**src/rtl/opfwd_pkg.sv**
```systemverilog
// Package: constants shared by the operand bypass selector and its checker.
// Assumes stage indices are ordered from the youngest stage (EX) to the oldest (WB).
package opfwd_pkg;
    localparam int TAG_W   = 3;
    localparam int STG_EX  = 0;
    localparam int STG_MEM = 1;
    localparam int STG_WB  = 2;
    localparam int NBLK    = 2;

    typedef enum logic [TAG_W-1:0] {
        KIND_OTHER   = 3'd0,
        KIND_LOAD_II = 3'd1,
        KIND_LOAD_IC = 3'd2
    } instr_kind_e;

    // Returns true for instruction kinds that load a cipher register.
    function automatic logic kind_loads(input logic [TAG_W-1:0] tag);
        return (tag == KIND_LOAD_II) || (tag == KIND_LOAD_IC);
    endfunction
endpackage

```
**src/rtl/fwd_hit_detect.sv**
```systemverilog
// Module: decodes one pipeline stage's pending write into a one-hot per-register hit vector.
// Assumes the register count fits in the address space.
module fwd_hit_detect
    import opfwd_pkg::*;
#(
    parameter int NREG   = 6,
    parameter int ADDR_W = 4
) (
    input  logic              valid,
    input  logic [ADDR_W-1:0] addr,
    input  logic [TAG_W-1:0]  kind,
    output logic [NREG-1:0]   hit
);
    logic eligible;

    // Purpose: the write counts only if it is valid and carries a register-loading kind.
    always_comb eligible = valid && kind_loads(kind);

    for (genvar r = 0; r < NREG; r++) begin : g_reg
        assign hit[r] = eligible && (addr == ADDR_W'(r));
    end
endmodule

```
**src/rtl/fwd_word_pick.sv**
```systemverilog
// Module: priority selection of one register word among the stored value, stage writes and bypass.
// Assumes stage index 0 is the youngest; the bypass outranks every stage.
module fwd_word_pick #(
    parameter int DATA_W = 32,
    parameter int NSTG   = 3
) (
    input  logic [DATA_W-1:0]            rf_word,
    input  logic [NSTG-1:0]              stg_hit,
    input  logic [NSTG-1:0][DATA_W-1:0]  stg_data,
    input  logic                         byp_valid,
    input  logic [DATA_W-1:0]            byp_word,
    output logic [DATA_W-1:0]            word
);
    // Purpose: walk from the oldest source to the youngest so the youngest overrides.
    always_comb begin
        word = rf_word;
        for (int s = NSTG - 1; s >= 0; s--) begin
            if (stg_hit[s]) word = stg_data[s];
        end
        if (byp_valid) word = byp_word;
    end
endmodule

```
**src/rtl/op_fwd_unit.sv**
```systemverilog
// Module: combinational bypass selector for the cipher's data block and key words.
// Assumes register 0/1 hold the block (upper/lower) and registers 2.. hold key words.
module op_fwd_unit
    import opfwd_pkg::*;
#(
    parameter int DATA_W = 32,
    parameter int NKEY   = 4,
    parameter int ADDR_W = 4,
    parameter int NSTG   = 3,
    localparam int NREG  = NBLK + NKEY
) (
    input  logic [NREG-1:0][DATA_W-1:0]  rf_q,
    input  logic [NSTG-1:0]              pw_valid,
    input  logic [NSTG-1:0][ADDR_W-1:0]  pw_addr,
    input  logic [NSTG-1:0][TAG_W-1:0]   pw_kind,
    input  logic [NSTG-1:0][DATA_W-1:0]  pw_data,
    input  logic                         ct_valid,
    input  logic [NBLK*DATA_W-1:0]       ct_block,
    output logic [NBLK*DATA_W-1:0]       blk_out,
    output logic [NKEY-1:0][DATA_W-1:0]  key_out
);
    logic [NSTG-1:0][NREG-1:0]   hit_by_stage;
    logic [NREG-1:0][NSTG-1:0]   hit_by_reg;
    logic [NREG-1:0][DATA_W-1:0] resolved;

    for (genvar s = 0; s < NSTG; s++) begin : g_stage
        fwd_hit_detect #(.NREG(NREG), .ADDR_W(ADDR_W)) i_hit (
            .valid (pw_valid[s]),
            .addr  (pw_addr[s]),
            .kind  (pw_kind[s]),
            .hit   (hit_by_stage[s])
        );
        for (genvar r = 0; r < NREG; r++) begin : g_tr
            assign hit_by_reg[r][s] = hit_by_stage[s][r];
        end
    end

    for (genvar r = 0; r < NREG; r++) begin : g_word
        logic              byp_v;
        logic [DATA_W-1:0] byp_w;
        if (r < NBLK) begin : g_blk
            assign byp_v = ct_valid;
            assign byp_w = ct_block[(NBLK-r)*DATA_W-1 -: DATA_W];
        end else begin : g_key
            assign byp_v = 1'b0;
            assign byp_w = '0;
        end
        fwd_word_pick #(.DATA_W(DATA_W), .NSTG(NSTG)) i_pick (
            .rf_word   (rf_q[r]),
            .stg_hit   (hit_by_reg[r]),
            .stg_data  (pw_data),
            .byp_valid (byp_v),
            .byp_word  (byp_w),
            .word      (resolved[r])
        );
    end

    for (genvar r = 0; r < NBLK; r++) begin : g_blk_out
        assign blk_out[(NBLK-r)*DATA_W-1 -: DATA_W] = resolved[r];
    end
    for (genvar k = 0; k < NKEY; k++) begin : g_key_out
        assign key_out[k] = resolved[NBLK+k];
    end
endmodule

```
**config.mk**
```make
export PLATFORM = sky130hd
export DESIGN_NAME = op_fwd_unit
export DESIGN_NICKNAME = d
export VERILOG_FILES = /design/src/rtl/opfwd_pkg.sv /design/src/rtl/fwd_hit_detect.sv /design/src/rtl/fwd_word_pick.sv /design/src/rtl/op_fwd_unit.sv
export SDC_FILE = /design/constraint.sdc
export NUM_CORES = 1
export LEC_CHECK = 0
export BUFFER_PORTS_ARGS = -buffer_cell sky130_fd_sc_hd__buf_2
export CORE_AREA = 2 2 219 221
export DETAILED_ROUTE_END_ITERATION = 8
export DIE_AREA = 0 0 221 223
export PLACE_DENSITY_LB_ADDON = 0.12
export SLEW_MARGIN = 25
export SYNTH_ARGS = -nofsm -noshare
export SYNTH_HDL_FRONTEND = slang
export SYNTH_SLANG_ARGS = --single-unit
export TNS_END_PERCENT = 20
```
**constraint.sdc**
```tcl
create_clock -name vclk -period 2.6
set_clock_uncertainty 0.05 [all_clocks]
set_input_delay 0.39 -clock vclk [all_inputs]
set_output_delay 0.39 -clock vclk [all_outputs]
set_load 0.03 [all_outputs]
```
# After elaboration in Yosys (flattened, before gate mapping)
# Cells that the tools add are included.
# word_totals
input_bits	377
mem_bits_ro	0
output_inout_bits	192
word_cells	68
register_bits	0
n_memories	0
latch_bits	0
mem_bits_rw	0
# op_classes
div_mod_pow	0
n_shift	0
n_addsub	0
bitwise	0
n_lt_le_gt_ge	0
reduce_logical	27
n_mul	0
mux	20
eq_ne	21
# ops
cell	count
32-bit 2-to-1 mux	20
4-bit by 2-bit == test with 1-bit output, second input constant	6
4-bit by 3-bit == test with 1-bit output, second input constant	6
1-bit logical AND	21
4-bit by 1-bit == test with 1-bit output, second input constant	3
4-bit zero test	3
3-bit by 1-bit == test with 1-bit output, second input constant	3
3-bit by 2-bit == test with 1-bit output, second input constant	3
1-bit logical OR	3

# Depth between registers and ports, before layout
# Gate-level depths: netlist of the first run.
# depth
word_depth	8
depth_mapped	7

# By module
# Synthesis of the first run repeated with hierarchy kept, for this count alone.
# hier_totals
hier_cells	952
area_unflattened_um2	8029.0
# modules_own_cells
mod	area_each_um2	cells_per_inst	instances
fwd_word_pick	1286.2	153	6
fwd_hit_detect	102.6	11	3
op_fwd_unit	3.8	1	1

# Worst setup path before layout of the first run
# Ideal clock, no wire load.
# synth_path
kind	input to output
start	input port pw_addr[9] in the netlist's numbering
end	output port blk_out[32]
path_buffers	1
arrival_ps	2418
setup_slack_ps	-258
stages	5
path_cell_list	nor4b_2 > nand3_1 > buf_1 > mux2i_1 > a221oi_1
# synth_via
elab_chain_len	6
# synth_lines
element	line_no	source
from (decl)	op_fwd_unit.sv:14	input logic [NSTG-1:0][ADDR_W-1:0] pw_addr,
4-bit zero test	fwd_hit_detect.sv:20	assign hit[r] = eligible && (addr == ADDR_W'(r));
1-bit logical AND	fwd_hit_detect.sv:20	
32-bit 2-to-1 mux (3 in a row)	fwd_word_pick.sv:18	if (stg_hit[s]) word = stg_data[s];
32-bit 2-to-1 mux	fwd_word_pick.sv:20	if (byp_valid) word = byp_word;
to (decl)	op_fwd_unit.sv:19	output logic [NBLK*DATA_W-1:0] blk_out,
# No other way between the ends.

==> metrics.csv, run 1 <==
stage,metric,value,unit
global_routing,initial antenna violation count,7,
synth,most frequent cell after synthesis,o21ai_0,
timing,slew at the pin closest to its max-slew limit,0.504,ns
power_and_ir_drop,Cell Pwr Density,171,nW/um^2
finish,fraction of layout instances using a drive strength above 1,0.499,
setup_path,crit path max fanout,5,
setup_path,Worst setup SP type,primary input,
finish,Post-Layout Cell Count,2402,
global_routing,grt ovf,0,
finish,sequential cells,0,
timing,Final Cycle Share,1.02,
timing,final critical-path setup slack,-0.0543,ns
power_and_ir_drop,Pint,0.000883,W
setup_path,Critical Path End Type,output pin,
floorplanning,row count,80,
synth,post-synthesis instance area,7160,um^2
hold_path,Hold/Removal Path Class,in2out,
synth,Avg Inst Size Synth,6.10,um^2
hold_path,hold endpoint,key_out[86],
finish,Nets,2159,
timing,final slew viol count,0,
route,via total after detailed routing,12848,
power_and_ir_drop,Clk pwr share,0,
power_and_ir_drop,Sequential Power Share,0,
synth,Synth cell types,45,
timing,Final min period,2.65,ns
status,failing checks,negative setup slack,
floorplanning,Ports,569,
timing,Fin. Hold Viols,0,
power_and_ir_drop,switching part of the total,0.617,
timing,Peak Freq,377,MHz
setup_path,CP arrival,2.21,ns
floorplanning,initial cell density of the core,0.152,
synth,Cells after Synth,1173,
synth,area share of the leading cell type in the synthesized netlist,0.120,
placed_design,gpl congestion,0.911,
setup_path,Worst path slowest cell,or3b_4,
synth,ranking of synthesized cells by area,"a221oi_1, o21ai_0, nand2_1",
global_routing,vias in the first global route,12751,
power_and_ir_drop,VDD IR max,0.120,mV
route,routed len/inst,29.6,um
floorplanning,core area,47100,um^2
global_routing,Total GRT Usage,0.256,
finish,Fillers,5351,
setup_path,worst-path cell chain,"buf_8, or3b_4, buf_6, nor4_4, buf_6, buf_6, clkbuf_16, a221oi_2, o2bb2ai_1, buf_4",
power_and_ir_drop,Logic pwr share,1.000,
finish,register area,0,um^2
route,DRT antenna net count,0,
power_and_ir_drop,Switch Pwr,0.00142,W
placed_design,placed cell count,2360,
setup_path,Critical Setup Path Class,in2out,
route,vias per inst,5.35,
synth,synth cell count leaders,"o21ai_0, nand2_1, clkbuf_1",
route,DRC errors left,0,
status,status,"complete, but fails checks",
setup_path,Worst EP required,2.16,ns
placed_design,hpwl dp,52000,um
finish,Area growth syn-to-layout,88.8,%
placed_design,IO Port Bufs,569,
route,Post-Route WL,71200,um
route,DRT iter0 DRCs,1150,
power_and_ir_drop,P_leak,6.24,nW
timing,Setup-failing EPs final,18,
hold_path,HP Start,rf_q[150],
synth,Ys Warns,0,
timing,RSZ-0062 raised after global routing,true,
setup_path,Crit path largest cell delay,0.40,ns
synth,syn_nets,1550,
route,First-pass DRT Iterations,5,
floorplanning,Die Span Y,223,um
timing,Slew HR,0.664,
clock_tree,CTS Hold Bufs,0,
setup_path,"most used cell, CP",buf_6,
finish,final-layout clock buffer total,0,
synth,sequential fraction of the synthesis area,0,
global_routing,first-pass GRT wire length,93800,um
flow_run,Max-Cap Viols,0,
global_routing,pin count of the biggest net entering global routing,81,
floorplanning,die extent in x,221,um
synth,largest area contributor in the netlist,a221oi_1,
floorplanning,area of the die,49300,um^2
power_and_ir_drop,total power,0.00230,W
hold_path,hold path cells,4,
setup_path,crit path from,pw_addr[7],
-- metrics by stage --
stage               hold WS, ns  utilization  setup WS, ns  cell area (um^2)  setup TNS [ns]
finish                     1.14        0.287       -0.0543             13500          -0.345
floorplan                 0.895            -        -0.258              7240          -10.39
CTS                        1.16        0.266       -0.0613             12500           -1.08
global placement           1.17        0.255        -0.369             12000           -9.07
detailed placement         1.17        0.255        -0.366             12000           -9.30
global route               1.17        0.286        -0.128             13500           -2.98
-- worst max-delay path by stage --
stage | end | slack [ns] | cells after the start
final | key_out[76] | -0.05 | 10
after detailed placement | key_out[3] | -0.37 | 8
after global placement | key_out[3] | -0.37 | 8
after CTS | key_out[12] | -0.06 | 8
after global routing | key_out[5] | -0.13 | 8
after floorplan | blk_out[39] | -0.26 | 5
-- power groups by stage --
stage	sequential, W	clock [W]	combinational [W]
2_1_floorplan	0	0	0.00101
3_3_place_gp	0	0	0.00209
3_5_place_dp	0	0	0.00209
4_1_cts	0	0	0.00217
5_1_grt	0	0.0000000000514	0.00242
6_report	0	0.000000000309	0.00230
-- area by class of cell --
class | instances | area [um^2] | area share
diodes | 7 | 17.5 | 0.00130
inverters | 81 | 304 | 0.0225
multi-input cells | 951 | 7070 | 0.523
well taps | 615 | 769 | 0.0569
repair buffers | 748 | 5360 | 0.396
-- worst max-delay path: cells and delay by family --
| kind | cells | cell delay, ns |
|---|---|---|
| AND/OR/NAND/NOR | 2 | 0.67 |
| buffers and inverters | 6 | 0.91 |
| AO/OA/AOI/OAI | 2 | 0.23 |
-- layout by cell type, fill, tap and decap left out, types with 4 or more instances in the layout --
cell,synthesis,routed
diode_2,0,7
a221o_1,32,32
buf_8,0,8
or4_4,0,4
nor4_4,0,4
buf_12,0,40
o21ai_0,158,140
o2bb2ai_1,32,31
buf_2,9,447
a31oi_1,48,48
a221oi_1,98,48
and2_1,63,62
nand2_1,129,129
mux2i_1,32,31
a221oi_2,0,48
o21ai_1,34,50
o31ai_2,0,10
buf_4,0,190
and4_1,17,14
clkbuf_16,0,8
clkbuf_4,0,21
mux2_1,4,4
a211oi_2,0,6
nor2_1,37,35
o31ai_1,64,53
inv_1,81,81
nand2b_1,65,64
mux2_2,28,28
buf_6,0,32
a211oi_1,62,53
-- logic make-up (layout without fill, tap and decap cells) --
group,Yosys count,count (layout),synth area share
AO/OA/AOI/OAI,530,530,0.515
AND/OR/NAND/NOR,354,354,0.266
buffers and inverters,222,829,0.118
multiplexers,64,64,0.0951
XOR/XNOR,3,3,0.00577
other,0,7,0
-- layer usage --
metal | up-vias | global-route usage | wire, um
li1 | 5726 | - | -
met2 | 684 | 0.462 | 35000
met3 | 101 | 0.0383 | 4530
met5 | - | 0 | 45
met4 | 8 | 0.0669 | 1970
met1 | 6329 | 0.317 | 29700
-- timing repair --
item	CTS	global route
pin swaps	15	59
resized for setup	102	211
cloned	2	11
endpoints found under the hold margin	0	0
endpoints found under the setup margin	124	167
setup buffers	7	15
No activity file was read; power rests on OpenSTA's default activity.
==> run 2: changes to the inputs <==
--- a/config.mk
+++ b/config.mk
@@ -5,11 +5,13 @@
 export SDC_FILE = /design/constraint.sdc
 export NUM_CORES = 1
 export LEC_CHECK = 0
+export ABC_AREA = 1
 export BUFFER_PORTS_ARGS = -buffer_cell sky130_fd_sc_hd__buf_2
-export CORE_AREA = 2 2 219 221
+export CORE_AREA = 2 2 222 224
 export DETAILED_ROUTE_END_ITERATION = 8
-export DIE_AREA = 0 0 221 223
+export DIE_AREA = 0 0 224 226
 export PLACE_DENSITY_LB_ADDON = 0.12
+export SETUP_SLACK_MARGIN = 0.2
 export SLEW_MARGIN = 25
 export SYNTH_ARGS = -nofsm -noshare
 export SYNTH_HDL_FRONTEND = slang
==> run 2 against run 1 <==
The flow now finishes without violations. Highest routed layer unchanged. Die area up 2.7%. Core utilization up 2.4 points. Final cell count up 37%. Setup slack better by 0.20 ns. Global-route usage up 0.59 points.
==> metrics.csv, run 2 <==
stage,metric,value,unit,change
status,status,completed,,
finish,Finished Cell Area,15000,um^2,+11%
clock_tree,CTS Hold Bufs,0,,unchanged
route,via total after detailed routing,15975,,+24%
timing,final slew viol count,0,,unchanged
timing,slew at the pin closest to its max-slew limit,0.700,ns,+0.197 ns
placed_design,hpwl dp,54400,um,+4.7%
floorplanning,Die Span Y,226,um,+1.3%
route,DRC errors left,0,,unchanged
placed_design,IO Port Bufs,569,,unchanged
power_and_ir_drop,Switch Pwr,0.00151,W,+6.2%
finish,most frequent cells in the layout,"nand2_1, inv_1, buf_2",,
global_routing,Total GRT Usage,0.262,,+0.00590
power_and_ir_drop,Sequential Power Share,0,,unchanged
timing,worst hold slack,1.04,ns,-0.107 ns
floorplanning,area of the die,50600,um^2,+2.7%
route,routed len/inst,22.3,um,-25%
power_and_ir_drop,Logic pwr share,1.000,,about the same
finish,sequential cells,0,,unchanged
setup_path,Critical Setup Path Class,in2out,,
power_and_ir_drop,Cell Pwr Density,156,nW/um^2,-8.5%
global_routing,vias in the first global route,15075,,+18%
power_and_ir_drop,Clk pwr share,0,,unchanged
synth,Synth cell types,21,,-53%
finish,Nets,3026,,+40%
timing,Peak Freq,407,MHz,+8.0%
synth,largest area contributor in the netlist,nand3_1,,
power_and_ir_drop,Pint,0.000830,W,-6.0%
floorplanning,core area,48300,um^2,+2.5%
power_and_ir_drop,P_leak,9.01,nW,+44%
power_and_ir_drop,switching part of the total,0.645,,+0.0285
finish,Area growth syn-to-layout,69.9,%,
synth,syn_nets,2449,,+58%
finish,fraction of layout instances using a drive strength above 1,0.326,,-0.174
finish,"commonest non-fill, non-tap cell in the layout",nand2_1,,
floorplanning,die extent in x,224,um,+1.4%
setup_path,crit path max fanout,10,,+5
synth,Cells after Synth,2072,,+77%
global_routing,first-pass GRT wire length,99200,um,+5.7%
setup_path,Worst EP required,2.16,ns,about the same
power_and_ir_drop,VDD IR max,0.0893,mV,-26%
finish,register area,0,um^2,unchanged
hold_path,Hold/Removal Path Class,in2out,,
synth,Avg Inst Size Synth,4.26,um^2,-30%
timing,Final min period,2.46,ns,-0.196 ns
timing,Fin. Hold Viols,0,,unchanged
synth,Ys Warns,0,,unchanged
hold_path,hold path cells,4,,unchanged
synth,ranking of synthesized cells by area,"nand3_1, nand2_1, inv_1",,
timing,RSZ-0062 raised after global routing,true,,
route,DRT iter0 DRCs,1494,,+30%
timing,Slew HR,0.533,,-0.131
route,vias per inst,4.87,,-8.9%
route,DRT antenna net count,0,,unchanged
finish,Fillers,5726,,+7.0%
global_routing,pin count of the biggest net entering global routing,65,,-20%
synth,post-synthesis instance area,8830,um^2,+23%
floorplanning,initial cell density of the core,0.183,,+0.0308
timing,Setup-failing EPs final,0,,-18
route,First-pass DRT Iterations,5,,unchanged
setup_path,Critical Path End Type,output pin,,
finish,final-layout clock buffer total,0,,unchanged
synth,synth cell count leaders,"nand2_1, inv_1, nand3_1",,
synth,area share of the leading cell type in the synthesized netlist,0.256,,+0.136
timing,Final Cycle Share,0.945,,-0.0754
floorplanning,row count,81,,+1.3%
placed_design,DP Area,13100,um^2,+8.5%
placed_design,gpl congestion,0.938,,+2.9%
global_routing,initial antenna violation count,14,,+7
synth,most frequent cell after synthesis,nand2_1,,
setup_path,Worst setup SP type,primary input,,
route,Post-Route WL,73300,um,+2.9%
floorplanning,Ports,569,,unchanged
setup_path,CP arrival,2.02,ns,-0.19 ns
flow_run,Max-Cap Viols,0,,unchanged
synth,sequential fraction of the synthesis area,0,,unchanged
global_routing,grt ovf,0,,unchanged
## run 2: per-layer routing
metal	up-vias	global-route usage	routed length, um
met1	7495	0.355	31800
met4	10	0.0832	2510
met3	125	0.0308	5320
li1	7555	-	-
met5	-	0	70
met2	790	0.433	33600
## run 2: worst max-delay path, cell delays in order
cell,delay [ns]
buf_2,0.13
nor2_4,0.16
nor2_4,0.06
buf_12,0.14
buf_4,0.14
buf_12,0.12
bufbuf_16,0.28
nand3_1,0.08
nand3_1,0.09
a21oi_2,0.21
buf_4,0.20
## run 2: per-stage QoR
step	cells	total power [W]	setup WS [ns]	utilization	setup TNS [ns]
global placement	3227	0.00208	-0.0720	0.270	-0.242
floorplan	2072	0.00108	0.345	-	0
CTS	3250	0.00222	0.113	0.291	0
global route	3276	0.00250	0.0777	0.310	0
detailed placement	3227	0.00207	-0.0694	0.270	-0.216
finish	3279	0.00234	0.142	0.310	0
## run 2: kinds of logic (layout without fill, tap and decap cells)
logic type / after synthesis / after routing / synth area share
simple gates: 1179 / 1179 / 0.573
compound gates: 287 / 287 / 0.164
other cells: 0 / 10 / 0
buf+inv: 606 / 1181 / 0.264
## run 2: path summary, 6_finish.rpt
| kind | startpoint | endpoint | slack, ns |
|---|---|---|---|
| worst max-delay path | pw_kind[6] | key_out[3] | 0.14 |
| worst min-delay path | ct_block[37] | blk_out[37] | 1.04 |
## run 2: power by group through the flow
stage               sequential, W       clock [W]  combinational [W]
CTS                             0               0            0.00222
floorplan                       0               0            0.00108
global route                    0  0.000000000311            0.00250
finish                          0  0.000000000422            0.00234
global placement                0               0            0.00208
detailed placement              0               0            0.00207
## run 2: layout make-up
type / instances / area, um^2 / share of cell area
diodes: 10 / 25.0 / 0.00167
well taps: 622 / 778 / 0.0519
inverters: 460 / 1730 / 0.115
repair buffers: 721 / 5350 / 0.357
multi-input cells: 1466 / 7120 / 0.474
## run 2: what timing repair did
action,CTS,global route
endpoints found under the hold margin,0,0
resized for setup,170,238
setup endpoints to repair,186,192
cloned,10,11
pin swaps,16,48
setup buffers,13,8
